`src/rtl/strobe_pkg.sv`:
```
package strobe_pkg;

   localparam int MAP_W = 3;

   localparam logic [MAP_W-1:0] MAP_PAIR     = 3'b101;
   localparam logic [MAP_W-1:0] MAP_ROW_ONLY = 3'b110;

   typedef enum logic [1:0] {
      KIND_PAIR,
      KIND_ROW_ONLY,
      KIND_SINGLE
   } map_kind_e;

   function automatic map_kind_e classify_map(input logic [MAP_W-1:0] code);
      case (code)
         MAP_PAIR:     return KIND_PAIR;
         MAP_ROW_ONLY: return KIND_ROW_ONLY;
         default:      return KIND_SINGLE;
      endcase
   endfunction

endpackage

```
`src/rtl/strobe_bank_decode.sv`:
```
module strobe_bank_decode
   import strobe_pkg::*;
#(
   parameter int LINES  = 4,
   parameter int BANK_W = 2
) (
   input  logic [BANK_W-1:0] bank,
   input  map_kind_e         kind,
   output logic [LINES-1:0]  row_sel,
   output logic [LINES-1:0]  col_cand
);

   localparam int HALF = LINES / 2;

   for (genvar i = 0; i < LINES; i++) begin : g_line
      localparam bit UPPER = (i >= HALF);
      logic hit_single;
      logic hit_pair;

      assign hit_single = (bank == BANK_W'(i));
      assign hit_pair   = (bank[BANK_W-1] == UPPER);

      always_comb begin
         unique case (kind)
            KIND_PAIR: begin
               row_sel[i]  = hit_pair;
               col_cand[i] = hit_pair;
            end
            KIND_ROW_ONLY: begin
               row_sel[i]  = hit_single;
               col_cand[i] = 1'b1;
            end
            default: begin
               row_sel[i]  = hit_single;
               col_cand[i] = hit_single;
            end
         endcase
      end
   end

endmodule

```
`src/rtl/strobe_rfsh_stagger.sv`:
```
module strobe_rfsh_stagger
   import strobe_pkg::*;
#(
   parameter int LINES = 4
) (
   input  logic             clk,
   input  logic             rst_n,
   input  logic             rfsh_active,
   input  logic             stagger_en,
   input  map_kind_e        kind,
   output logic [LINES-1:0] row_mask
);

   localparam int                CNT_W = $clog2(LINES);
   localparam int                HALF  = LINES / 2;
   localparam logic [CNT_W-1:0]  LAST  = CNT_W'(LINES - 1);

   logic [CNT_W-1:0] step;

   always_ff @(posedge clk or negedge rst_n) begin
      if (!rst_n) begin
         step <= '0;
      end else if (!rfsh_active) begin
         step <= '0;
      end else if (step != LAST) begin
         step <= step + 1'b1;
      end
   end

   for (genvar i = 0; i < LINES; i++) begin : g_mask
      localparam logic [CNT_W-1:0] GRP_ONE  = CNT_W'(i);
      localparam logic [CNT_W-1:0] GRP_PAIR = CNT_W'(i / HALF);
      logic reached;

      assign reached     = (kind == KIND_PAIR) ? (GRP_PAIR <= step) : (GRP_ONE <= step);
      assign row_mask[i] = !stagger_en || reached;
   end

endmodule

```
`src/rtl/strobe_out_reg.sv`:
```
module strobe_out_reg #(
   parameter int LINES = 4
) (
   input  logic             clk,
   input  logic             rst_n,
   input  logic             rfsh_active,
   input  logic             acc_active,
   input  logic             cas_phase,
   input  logic [LINES-1:0] row_mask,
   input  logic [LINES-1:0] row_sel,
   input  logic [LINES-1:0] col_cand,
   input  logic [LINES-1:0] byte_en,
   output logic [LINES-1:0] ras_n,
   output logic [LINES-1:0] cas_n
);

   logic [LINES-1:0] ras_next;
   logic [LINES-1:0] cas_next;

   always_comb begin
      ras_next = '0;
      cas_next = '0;
      if (rfsh_active) begin
         ras_next = row_mask;
      end else if (acc_active) begin
         ras_next = row_sel;
         cas_next = col_cand & byte_en & {LINES{cas_phase}};
      end
   end

   always_ff @(posedge clk or negedge rst_n) begin
      if (!rst_n) begin
         ras_n <= '1;
         cas_n <= '1;
      end else begin
         ras_n <= ~ras_next;
         cas_n <= ~cas_next;
      end
   end

endmodule

```
`src/rtl/strobe_selector.sv`:
```
module strobe_selector
   import strobe_pkg::*;
#(
   parameter int LINES  = 4,
   parameter int BANK_W = 2
) (
   input  logic              clk,
   input  logic              rst_n,
   input  logic [BANK_W-1:0] bank,
   input  logic [LINES-1:0]  byte_en,
   input  logic [MAP_W-1:0]  map_mode,
   input  logic              stagger_en,
   input  logic              acc_active,
   input  logic              cas_phase,
   input  logic              rfsh_active,
   output logic [LINES-1:0]  ras_n,
   output logic [LINES-1:0]  cas_n
);

   if (LINES != (1 << BANK_W)) begin : g_bad_lines
      $error("strobe_selector: LINES must equal 2**BANK_W");
   end
   if (LINES < 2) begin : g_bad_min
      $error("strobe_selector: LINES must be at least 2");
   end

   map_kind_e        kind;
   logic [LINES-1:0] row_sel;
   logic [LINES-1:0] col_cand;
   logic [LINES-1:0] row_mask;

   assign kind = classify_map(map_mode);

   strobe_bank_decode #(.LINES(LINES), .BANK_W(BANK_W)) u_decode (
      .bank     (bank),
      .kind     (kind),
      .row_sel  (row_sel),
      .col_cand (col_cand)
   );

   strobe_rfsh_stagger #(.LINES(LINES)) u_stagger (
      .clk         (clk),
      .rst_n       (rst_n),
      .rfsh_active (rfsh_active),
      .stagger_en  (stagger_en),
      .kind        (kind),
      .row_mask    (row_mask)
   );

   strobe_out_reg #(.LINES(LINES)) u_out (
      .clk         (clk),
      .rst_n       (rst_n),
      .rfsh_active (rfsh_active),
      .acc_active  (acc_active),
      .cas_phase   (cas_phase),
      .row_mask    (row_mask),
      .row_sel     (row_sel),
      .col_cand    (col_cand),
      .byte_en     (byte_en),
      .ras_n       (ras_n),
      .cas_n       (cas_n)
   );

endmodule

```
`config.mk`:
```
export PLATFORM = sky130hd
export DESIGN_NAME = strobe_selector
export DESIGN_NICKNAME = d
export VERILOG_FILES = /design/src/rtl/strobe_pkg.sv /design/src/rtl/strobe_bank_decode.sv /design/src/rtl/strobe_rfsh_stagger.sv /design/src/rtl/strobe_out_reg.sv /design/src/rtl/strobe_selector.sv
export SDC_FILE = /design/constraint.sdc
export NUM_CORES = 1
export LEC_CHECK = 0
export ABC_AREA = 1
export BUFFER_PORTS_ARGS = -buffer_cell sky130_fd_sc_hd__buf_2
export CELL_PAD_IN_SITES_DETAIL_PLACEMENT = 0
export CELL_PAD_IN_SITES_GLOBAL_PLACEMENT = 2
export CORE_ASPECT_RATIO = 0.7
export CORE_MARGIN = 1
export CORE_UTILIZATION = 25
export CTS_CLUSTER_DIAMETER = 30
export DETAILED_ROUTE_END_ITERATION = 10
export PLACE_DENSITY_LB_ADDON = 0.05
export SYNTH_ARGS = -nofsm -noshare
export SYNTH_HDL_FRONTEND = slang
export SYNTH_SLANG_ARGS = --single-unit
```
`constraint.sdc`:
```
create_clock -name clk -period 1.1 [get_ports clk]
set_input_delay 0.165 -clock clk [delete_from_list [all_inputs] [get_ports clk]]
set_output_delay 0.165 -clock clk [all_outputs]
set_load 0.1 [all_outputs]
```
=== Word level (Yosys, flattened, before mapping) ===
Index checks and enable logic that the tools add are counted.

* Flip-flop bits (word level): 10
* Output and inout bits: 8
* Word-level logic and storage cells: 46

* Add/sub/neg operators: 1
* Order comparisons: 4
* Equality and inequality tests: 8
* Multiplexer cells: 18
* Bitwise operators: 5
* Reduce and logical (&&, ||, !) cells: 7

{| class="wikitable"
|+ Operator list
! cell !! count
|-
| 2-to-1 mux 4 bit || 4
|-
| AND 4 bit || 2
|-
| inverter 4 bit || 2
|-
| case mux 1 bit (2 select lines) || 4
|-
| 2-to-1 mux 1 bit || 7
|-
| equality test 3 bit (second input constant) || 2
|-
| equality test 2 x 1 -> 1 bit (second input constant) || 2
|-
| equality test 2 bit (second input constant) || 2
|-
| <= comparator 1 x 2 -> 1 bit (first input constant) || 2
|-
| <= comparator 2 bit (first input constant) || 2
|-
| logical NOT 2 bit || 2
|-
| logical OR 1 bit || 4
|-
| 2-to-1 mux 2 bit || 2
|-
| case mux 2 bit (2 select lines) || 1
|-
| adder 2 x 1 -> 2 bit (second input constant) || 1
|-
| inequality test 2 x 1 -> 1 bit (second input constant) || 1
|-
| inequality test 2 bit (second input constant) || 1
|-
| logical NOT 1 bit || 1
|-
| inverter 1 bit || 1
|}

=== Depth between registers and ports, before layout ===
Gate-level depths: netlist of the first run.

* Word-level depth: 9
* Mapped depth: 6
* Gate-level depth less buffers: 6

=== Modules after synthesis ===
Synthesis of the first run repeated with hierarchy kept, for this count alone.

* Cell total of the unflattened synthesis: 101
* Area total of the unflattened synthesis: 656.9 sq um

{| class="wikitable"
|+ Modules (own cells, without submodules)
! module !! instances !! cells each !! area each (sq um) !! seq. area each (sq um)
|-
| strobe_out_reg || 1 || 43 || 346.6 || 210.2
|-
| strobe_rfsh_stagger || 1 || 28 || 196.4 || 50.0
|-
| strobe_bank_decode || 1 || 22 || 83.8 || 0.0
|-
| strobe_selector || 1 || 8 || 30.0 || 0.0
|}

=== Worst setup path before layout of the first run ===
No wires, ideal clock.

* Path kind: reg2out
* Start: reg u_out.cas_n[0]
* End: out cas_n[0]
* Arrival: 823 ps
* Required time: 935 ps
* Path slack: 112 ps
* Cell stages (with the launch flop): 1
* Cells stage by stage: dfstp_2

{| class="wikitable"
|+ RTL lines
! what !! RTL line !! text
|-
| from (decl) || strobe_out_reg.sv:14 || <nowiki>output logic [LINES-1:0] cas_n</nowiki>
|-
| from (signal assigned) || strobe_out_reg.sv:37 || <nowiki>cas_n <= ~cas_next;</nowiki>
|-
| to (decl) || strobe_selector.sv:17 || <nowiki>output logic [LINES-1:0] cas_n</nowiki>
|}

No word-level cell between the ends.

=== Worst setup path after layout of the first run ===
* Start: reg u_out.ras_n[3]
* End: out ras_n[3]

{| class="wikitable"
|+ RTL lines
! what !! RTL line !! text
|-
| from (decl) || strobe_out_reg.sv:13 || <nowiki>output logic [LINES-1:0] ras_n,</nowiki>
|-
| from (signal assigned) || strobe_out_reg.sv:36 || <nowiki>ras_n <= ~ras_next;</nowiki>
|-
| to (decl) || strobe_selector.sv:16 || <nowiki>output logic [LINES-1:0] ras_n,</nowiki>
|}

No word-level cell between the ends.

==> results list, run 1 <==
* Top area cells in the synthesized netlist: sky130_fd_sc_hd__dfstp_2 38%, sky130_fd_sc_hd__nand2_1 14%, sky130_fd_sc_hd__dfrtp_1 8.9%, sky130_fd_sc_hd__nand3_1 7.1%, sky130_fd_sc_hd__ha_1 6.7%
* Leak Pwr: 0.4306 nW
- Dividing total power by cell area gives a power density of 1383 nW/um2.
- IO Count: 23
- The total overflow left after global routing is 0.
* Post-Syn Area per Cell: 8.493 um2
- Placed cell area: about 830 um2
* TritonCTS Sinks: 10
- Of the post-synthesis cell area, the dominant cell type holds 0.3750.
- Post-synth ARST share: 1.000
- Result of the run: finished with violations
- Proportion of synthesized chip area in sequential cells: 0.4643
- Clock tree root buffer cell: sky130_fd_sc_hd__clkbuf_4
- After floorplanning, the core was sized to cover between 1500 and 2000 um2.
- The min-delay analysis places its worst path in the category in -> reg.
- STA puts the critical path data required time at 940 ps.
- The detail route stage leaves a number of antenna-violating nets equal to 0.
* Detail-routed via count per cell: 4.153
* Net Count, Synth: 84
* Count leader, synth: sky130_fd_sc_hd__nand2_1
* Main synth FF type: sky130_fd_sc_hd__dfstp_2
- Worst setup SP type: register
* Fin. max-slew vios: 0
- Standard-cell rows: 13
- Setup Skew: 7.899 ps
- The congestion estimate from routability-driven global placement came to 0.6858.
* Post-synthesis instance area: ~560 um2
- Slowest cell on crit path: sky130_fd_sc_hd__dfstp_2
- Detailed placement ended at an HPWL of about 1000 um.
- The number of antenna diodes in the final layout is 0.
- Top cell types by occurrence after synthesis: 21 x sky130_fd_sc_hd__nand2_1, 8 x sky130_fd_sc_hd__dfstp_2, 8 x sky130_fd_sc_hd__nand3_1
* Number of H-tree levels: 1
- For this block, the initial DRC count from the detailed router was 6.
* Die Outline Area: approximately 2400 um2
- Worst Path Max Fanout: 1
- Initial antenna violation count: 0
* Share of post-route cells with drive strength above 1: 0.4894
- Setup slack after layout: -38.60 ps
* Sort of element at the end of the critical path: primary output
- Clk buf depth: 2
* Violated checks: setup timing
- Number of warnings issued by yosys: 0
- Across the run, the number of max-cap violations was 0.
- Buffers placed on the I/O ports in this run total 22.
* Growth of design area from synthesis to finish: 55.58%
* Min cycle time layout: 1139 ps
- The critical path is of the reg -> out type.
- Multiplexer fraction of the synthesized cell area: 0
- Normalized max-slew margin: 0.8578
- Global-route usage over all layers: 0.1156
- Die boundary width: 58.60 um
- Xor/xnor share of the synthesized area: 0.01563
* CP top delay family: flip-flops
* Hold Fails Final Rpt: 0
* Largest family of logic cells by synthesized area: simple AND/OR/NAND/NOR gates
* Clk pin slew, worst setup/hold paths: 60 ps
* Post-route clock period utilization: 1.035
- The number of buffers and inverters on the critical path is 1.
- Die extent in y: roughly 42 um
- The final layout contains routed wiring with a total length of ~1200 um.
- Final-stage net count: 113
* Flop and latch count out of synthesis: 10
- Across all layers, the routed design uses approximately 500 vias.
- Number of remaining DRC errors: 0
* Pin count of the biggest net entering global routing: 11
* Peak Freq: about 900 MHz
- In the synthesized netlist, the number of instances is 66.
* CTS buffer count: 3
- The largest single stage delay on the critical path is 550 ps.
- Walking the worst path, the cells encountered are buf_12.
- Library cells used by synthesis: 20
* Simple-gate portion of the synthesized area: 0.3460
- Dividing the detail-routed wire length by the instance count gives roughly 9.4 um.
* Vias in the first global route: 472
- Count of flip-flops with a built-in enable after synthesis: 0
* Final setup fails: 8
- After filler insertion, the fill cell instance count of the layout stands at approximately 200.
* Wire length of the first global-routing pass: 2083 um
- TritonCTS built the clock tree.
- Clock network latency to the later pin of the worst-skew pair: 260 ps
- Post-Route Setup TNS: -232.0 ps
- Adder-cell share of the synthesized area: 0.06696
* Number of detailed-route iterations in the first pass: 3
* Critical Path AT: between 900 and 1000 ps
- Effective utilization at floorplan: 0.2825
- Reg2Reg Setup Slack: 50 ps
- The compound-cell area share of the yosys netlist is 0.05357.
* Largest area contributor in the synthesized netlist: sky130_fd_sc_hd__dfstp_2
- VDD sags by at most 432.9 uV.
- Unrepaired setup endpoints after global routing: true
- After routing the design area is slightly below 900 um2.
- At the pin with the least slew margin, the transition time is 213.2 ps.
[layout make-up]
type / count / area [um2] / area share
tap: 30 / 37.54 / 0.04304
timing repair buffer: 24 / 247.7 / 0.2841
multi-input combinational: 48 / 270.3 / 0.3099
inverter: 8 / 30.03 / 0.03443
clock buffer: 4 / 26.28 / 0.03013
sequential: 10 / 260.3 / 0.2984
[metrics by stage]
step           cells  power (mW)    util  setup slack [ps]  hold slack [ps]
6_report         124       1.206  0.4395            -38.60            59.77
4_1_cts          123       1.204  0.4357            -50.93            51.97
2_1_floorplan     66      0.7632       -             111.9           -130.6
5_1_grt          124       1.291  0.4395            -79.04            47.56
3_5_place_dp     118      0.9442  0.4174             48.32            31.01
3_3_place_gp     118      0.9408  0.4174             100.8            33.51
[cell families (layout without fill, tap and decap cells)]
logic type | count (synthesis) | count (layout)
simple gates | 39 | 39
flops | 10 | 10
buf+inv | 8 | 36
compound gates | 5 | 5
fa+ha+maj | 3 | 3
xor+xnor | 1 | 1
[cell usage in the layout (no fill, tap or decap)]
cell	n
sky130_fd_sc_hd__dfstp_2	8
sky130_fd_sc_hd__buf_12	8
sky130_fd_sc_hd__clkbuf_1	1
sky130_fd_sc_hd__buf_4	1
sky130_fd_sc_hd__o21ai_1	1
sky130_fd_sc_hd__clkbuf_4	3
sky130_fd_sc_hd__buf_2	14
sky130_fd_sc_hd__o21ai_2	1
sky130_fd_sc_hd__nand3b_1	2
sky130_fd_sc_hd__nor2_2	1
sky130_fd_sc_hd__nand3_4	1
sky130_fd_sc_hd__xor2_1	1
sky130_fd_sc_hd__dlygate4sd3_1	1
sky130_fd_sc_hd__inv_2	5
sky130_fd_sc_hd__a31oi_1	1
sky130_fd_sc_hd__nand3_1	8
sky130_fd_sc_hd__inv_1	2
sky130_fd_sc_hd__dfrtp_1	2
sky130_fd_sc_hd__clkinv_1	1
sky130_fd_sc_hd__nand2_2	3
sky130_fd_sc_hd__nand3_2	1
sky130_fd_sc_hd__nand2_1	21
sky130_fd_sc_hd__a21oi_1	1
sky130_fd_sc_hd__nor2_1	2
sky130_fd_sc_hd__o21ai_0	1
sky130_fd_sc_hd__ha_1	3
[path summary, 6_finish.rpt]
check	to	depth (start not counted)	from
max reg2reg	u_stagger.step[1]	4	u_stagger.step[0]
min in group asynchronous	u_stagger.step[0]	2	rst_n
min reg2reg	u_stagger.step[1]	2	u_stagger.step[1]
max in group asynchronous	u_out.cas_n[1]	2	rst_n
max	ras_n[3]	1	u_out.ras_n[3]
min	u_out.cas_n[2]	2	byte_en[2]
[state kept, by name, indices dropped and copies added (netlist names)]
| register | cells |
|---|---|
| u_stagger.step | 2 |
| u_out.cas_n | 4 |
| u_out.ras_n | 4 |
[layer usage]
| layer | global-route usage | vias up | routed length (um) | share of wire |
|---|---|---|---|---|
| met4 | 0.07143 | 0 | 19 | 0.016 |
| met1 | 0.1712 | 231 | 622 | 0.53 |
| met3 | 0.02804 | 2 | 33 | 0.028 |
| met5 | 0 | - | 0 | 0 |
| met2 | 0.1471 | 17 | 487 | 0.42 |
| li1 | - | 265 | - | - |
[report_power, final]
part           internal [mW]  switching [mW]  leakage [nW]  total (mW)
sequential             0.427          0.0436         0.110       0.471
clock                  0.139           0.111        0.0150       0.250
combinational          0.185           0.300         0.306       0.485
total                  0.751           0.454         0.431        1.21
[worst register-to-register path, delay by kind of cell (launching register included)]
kind | cells | cell delay, ps
buf+inv | 1 | 60
compound gates | 2 | 180
flops | 1 | 400
fa+ha+maj | 1 | 290
[timing repair]
item,in CTS,in global routing
setup buffers,0,1
endpoints found under the hold margin,10,0
gates resized for setup,0,2
hold buffers,1,0
setup endpoints to repair,8,10
Note: power is estimated with default switching activity, not from simulation.
==> run 2, diff against run 1 <==
--- a/config.mk
+++ b/config.mk
@@ -5,13 +5,12 @@
 export SDC_FILE = /design/constraint.sdc
 export NUM_CORES = 1
 export LEC_CHECK = 0
-export ABC_AREA = 1
 export BUFFER_PORTS_ARGS = -buffer_cell sky130_fd_sc_hd__buf_2
 export CELL_PAD_IN_SITES_DETAIL_PLACEMENT = 0
 export CELL_PAD_IN_SITES_GLOBAL_PLACEMENT = 2
 export CORE_ASPECT_RATIO = 0.7
 export CORE_MARGIN = 1
-export CORE_UTILIZATION = 25
+export CORE_UTILIZATION = 26
 export CTS_CLUSTER_DIAMETER = 30
 export DETAILED_ROUTE_END_ITERATION = 10
 export PLACE_DENSITY_LB_ADDON = 0.05
==> results list, run 2 <==
- Worst R2R Path Depth: 3 (-1)
- The reported max-cap violation count was 0 (unchanged).
* Clk pin slew, worst setup/hold paths: 70 ps (about the same)
- Fin. max-slew vios: 0 (unchanged)
* Utilization of the core after routing: 0.4737 (+0.03421)
* Count of flip-flops with a built-in enable after synthesis: 0 (unchanged)
- Least-Margin Pin Slew: 261.4 ps (+48.12 ps)
- TritonCTS Sinks: 10 (unchanged)
- The area fraction of the dominant cell type after synthesis came to 0.4098 (+0.03476).
* Sort of element at the end of the critical path: register
- Worst path max stage delay: 450 ps (-100 ps)
* Placed insts: 93 (-21%)
- The checks that failed: setup timing.
* Setup slack after layout: -65.86 ps (-27.26 ps)
- The total power was 1.195 mW (-0.85%).
* Unrepaired setup endpoints after global routing: true
* Top flop regs: u_out.cas_n x4, u_out.ras_n x4, u_stagger.step x2
* IO Count: 23 (unchanged)
- The summed instance area of the synthesized netlist is 513.0 um2 (-8.5%).
* Cells after synthesis: 46 (-30%)
- Finished layout cell area: 878.3 um2 (+0.72%)
- The worst endpoint required time was 1300 ps (+360 ps).
- Walking the worst path, the cells encountered are ha_4 > or4_1 > nand3_1.
- Worst vdd rail ir drop: 706.5 uV (+63%)
- In the post-synthesis netlist, the biggest area contributors are sky130_fd_sc_hd__dfstp_2 41%, sky130_fd_sc_hd__dfrtp_1 9.8%, sky130_fd_sc_hd__ha_1 7.3%, sky130_fd_sc_hd__a21oi_1 3.9%, sky130_fd_sc_hd__o2111ai_1 3.4%.
* Critical Path Source: u_stagger.step[1]
- The global placement routability congestion is 0.6830 (-0.41%).
* Proportion of synthesized chip area in sequential cells: 0.5073 (+0.04303)
- The CTS buffer count was 3 (unchanged).
- Clock network latency to the later pin of the worst-skew pair: 260 ps (about the same)
- The area of combinational cells with multiple inputs is 271.5 um2 (+0.46%).
- The global-route congestion overflow total is 0 (unchanged).
* Top cell types by occurrence after synthesis: 8 x sky130_fd_sc_hd__dfstp_2, 4 x sky130_fd_sc_hd__a21oi_1, 3 x sky130_fd_sc_hd__ha_1, 3 x sky130_fd_sc_hd__inv_1, 3 x sky130_fd_sc_hd__nand2_1
- The tightest min-delay check is of the in -> reg type.
- Number of remaining DRC errors: 0 (unchanged)
- Flip-flop and latch area: 261.5 um2 (+0.48%)
* Post-route clock period utilization: 1.060 (+0.02478)
* Reg2Reg Setup Slack: -70 ps (-120 ps)
- Number of warnings issued by yosys: 0 (unchanged)
- Pin count of the biggest net entering global routing: 11 (unchanged)
- Post-synth ARST share: 1.000 (unchanged)
- The cell area after placement was 799.5 um2 (-3.5%).
- Min cycle time layout: 1166 ps (+27.26 ps)
- Detail-routed net length per standard cell: 12.79 um (+36%)
- Worst Path Class, Setup: reg -> reg
* Hold Fails Final Rpt: 0 (unchanged)
* Leak Pwr: 0.3831 nW (-11%)
- Effective utilization at floorplan: 0.2767 (-0.005819)
- Top library cells by usage in the layout, fill and taps aside: 14 x sky130_fd_sc_hd__buf_2, 8 x sky130_fd_sc_hd__buf_12, 8 x sky130_fd_sc_hd__dfstp_2
- Power density over the cells: 1361 nW/um2 (-1.6%)
- CP endpoint: u_out.ras_n[2]
* Clock tree root buffer cell: sky130_fd_sc_hd__clkbuf_4
- Overall routed net length: 1253 um (+7.6%)
- The slowest stage of the critical path belongs to the cell sky130_fd_sc_hd__dfrtp_2.
* Detail-routed via count per cell: 4.633 (+12%)
- The most used flip-flop cell after synthesis is sky130_fd_sc_hd__dfstp_2.
- ANT cells: 0 (unchanged)
- The all-layer global routing usage was 0.1183 (+0.002696).
* Startpoint of the lowest-slack register-to-register path: u_stagger.step[1]
- The number of placement rows is 13 (unchanged).
- The deepest level of the CTS H-tree came to 1 (unchanged).
- Worst setup SP type: register
* Share of post-route cells with drive strength above 1: 0.6184 (+0.1291)
- Clk buf depth: 2 (unchanged)
* Die Outline Area: 2158 um2 (-12%)
- Die boundary width: 55.09 um (-6.0%)
- Normalized max-slew margin: 0.8251 (-0.03272)
- The largest total area in the synthesized netlist belongs to sky130_fd_sc_hd__dfstp_2.
* Count leader, synth: sky130_fd_sc_hd__dfstp_2
- Net Count, Synth: 64 (-24%)
- Worst Path Max Fanout: 5 (+4)
- The layout net count is 95 (-16%).
* Min-Delay Path Depth: 2 (unchanged)
* Library cells used by synthesis: 24 (+20%)
- Setup fix buffers added after clock tree synthesis: 0 (unchanged)
- The number of filler cells placed in the layout came to 179 (-11%).
- Leaving out fill and tap cells, the most frequent cell in the layout is sky130_fd_sc_hd__buf_2.
- Die extent in y: 39.17 um (-5.9%)
- The first-pass detailed-route iteration total is 4 (+1).
- Relative to the synthesized area, the layout overhead comes to 71.22%.
- The flow ran to the end, but the final reports show violations.
- The average footprint of a synthesized cell came to 11.15 um2 (+31%).
* Final Non-Filler Cells: 98 (-21%)
* Setup Skew: 10.63 ps (+2.734 ps)
* Standard cell core area: 1854 um2 (-6.6%)
- Final setup fails: 12 (+4)
* IO Port Bufs: 22 (unchanged)
- The via count of the first global-routing pass was 389 (-18%).
* Number of nets still failing antenna checks after routing: 0 (unchanged)
- CTS tree: yes
- Starting DRT DRC Count: 5 (-1)
* Wire length of the first global-routing pass: 1683 um (-19%)
- The tightest hold margin was 67.94 ps (+8.169 ps).
- The peak clock frequency supported by timing was 857.7 MHz (-2.3%).
* Critical Path AT: 1370 ps (+400 ps)
- The number of antenna violations at the first check in global routing is 0 (unchanged).
- Endpoint of the worst-slack reg-to-reg timing path: u_out.ras_n[2]
- Number of vias in the routed layout: 454 (-12%)
* Flop and latch count out of synthesis: 10 (unchanged)
run 2: metal layers:
layer / global-route usage / part of all wire
met1: 0.1726 / 0.49
met2: 0.1536 / 0.44
met3: 0.04706 / 0.064
met4: 0.03750 / 0.0048
met5: 0 / 0
run 2: cell families after synthesis:
family          share of synthesized area
compound gates                     0.1537
xor+xnor                          0.01708
simple gates                       0.2000
flops                              0.5073
mux                               0.01951
fa+ha+maj                         0.07318
buf+inv                           0.02926
run 2: layout make-up:
cell class,instances,area share
clock buffers,4,0.04131
inverters,3,0.01282
multi-input cells,32,0.3091
flip-flops and latches,10,0.2977
well taps,22,0.03134
repair buffers,27,0.3077
run 2: what timing repair did:
action                                 CTS  global route
pin swaps                                0             1
cloned                                   0             0
endpoints found under the hold margin   10             0
hold buffers                             1             0
resized for setup                        2             5
setup endpoints to repair               10            13
run 2: worst min-delay path by stage:
stage	startpoint	slack (ps)	end
finish	byte_en[2]	70	u_out.cas_n[2]
global route	byte_en[0]	60	u_out.cas_n[0]
CTS	byte_en[2]	60	u_out.cas_n[2]
detailed placement	rst_n	30	u_stagger.step[0]
global placement	rst_n	30	u_stagger.step[0]
floorplan	rst_n	-130	u_stagger.step[0]
run 2: stage by stage:
stage | TNS [ps] | worst slack [ps]
final | -385.7 | -65.86
after global routing | -771.4 | -85.25
after CTS | -467.4 | -62.08
after detailed placement | -146.3 | -115.4
after global placement | -227.7 | -201.4
after floorplan | 0 | 0.3525
run 2: where the power goes:
part	internal, mW	switching [mW]	total, mW
Sequential	0.417	0.0381	0.455
Clock	0.200	0.123	0.323
Combinational	0.173	0.244	0.417
run 2: worst max-delay path: cells and delay by family (launching register included):
family        cells  cell delay, ps
fa+ha+maj         1             170
simple gates      2             490
flops             1             450
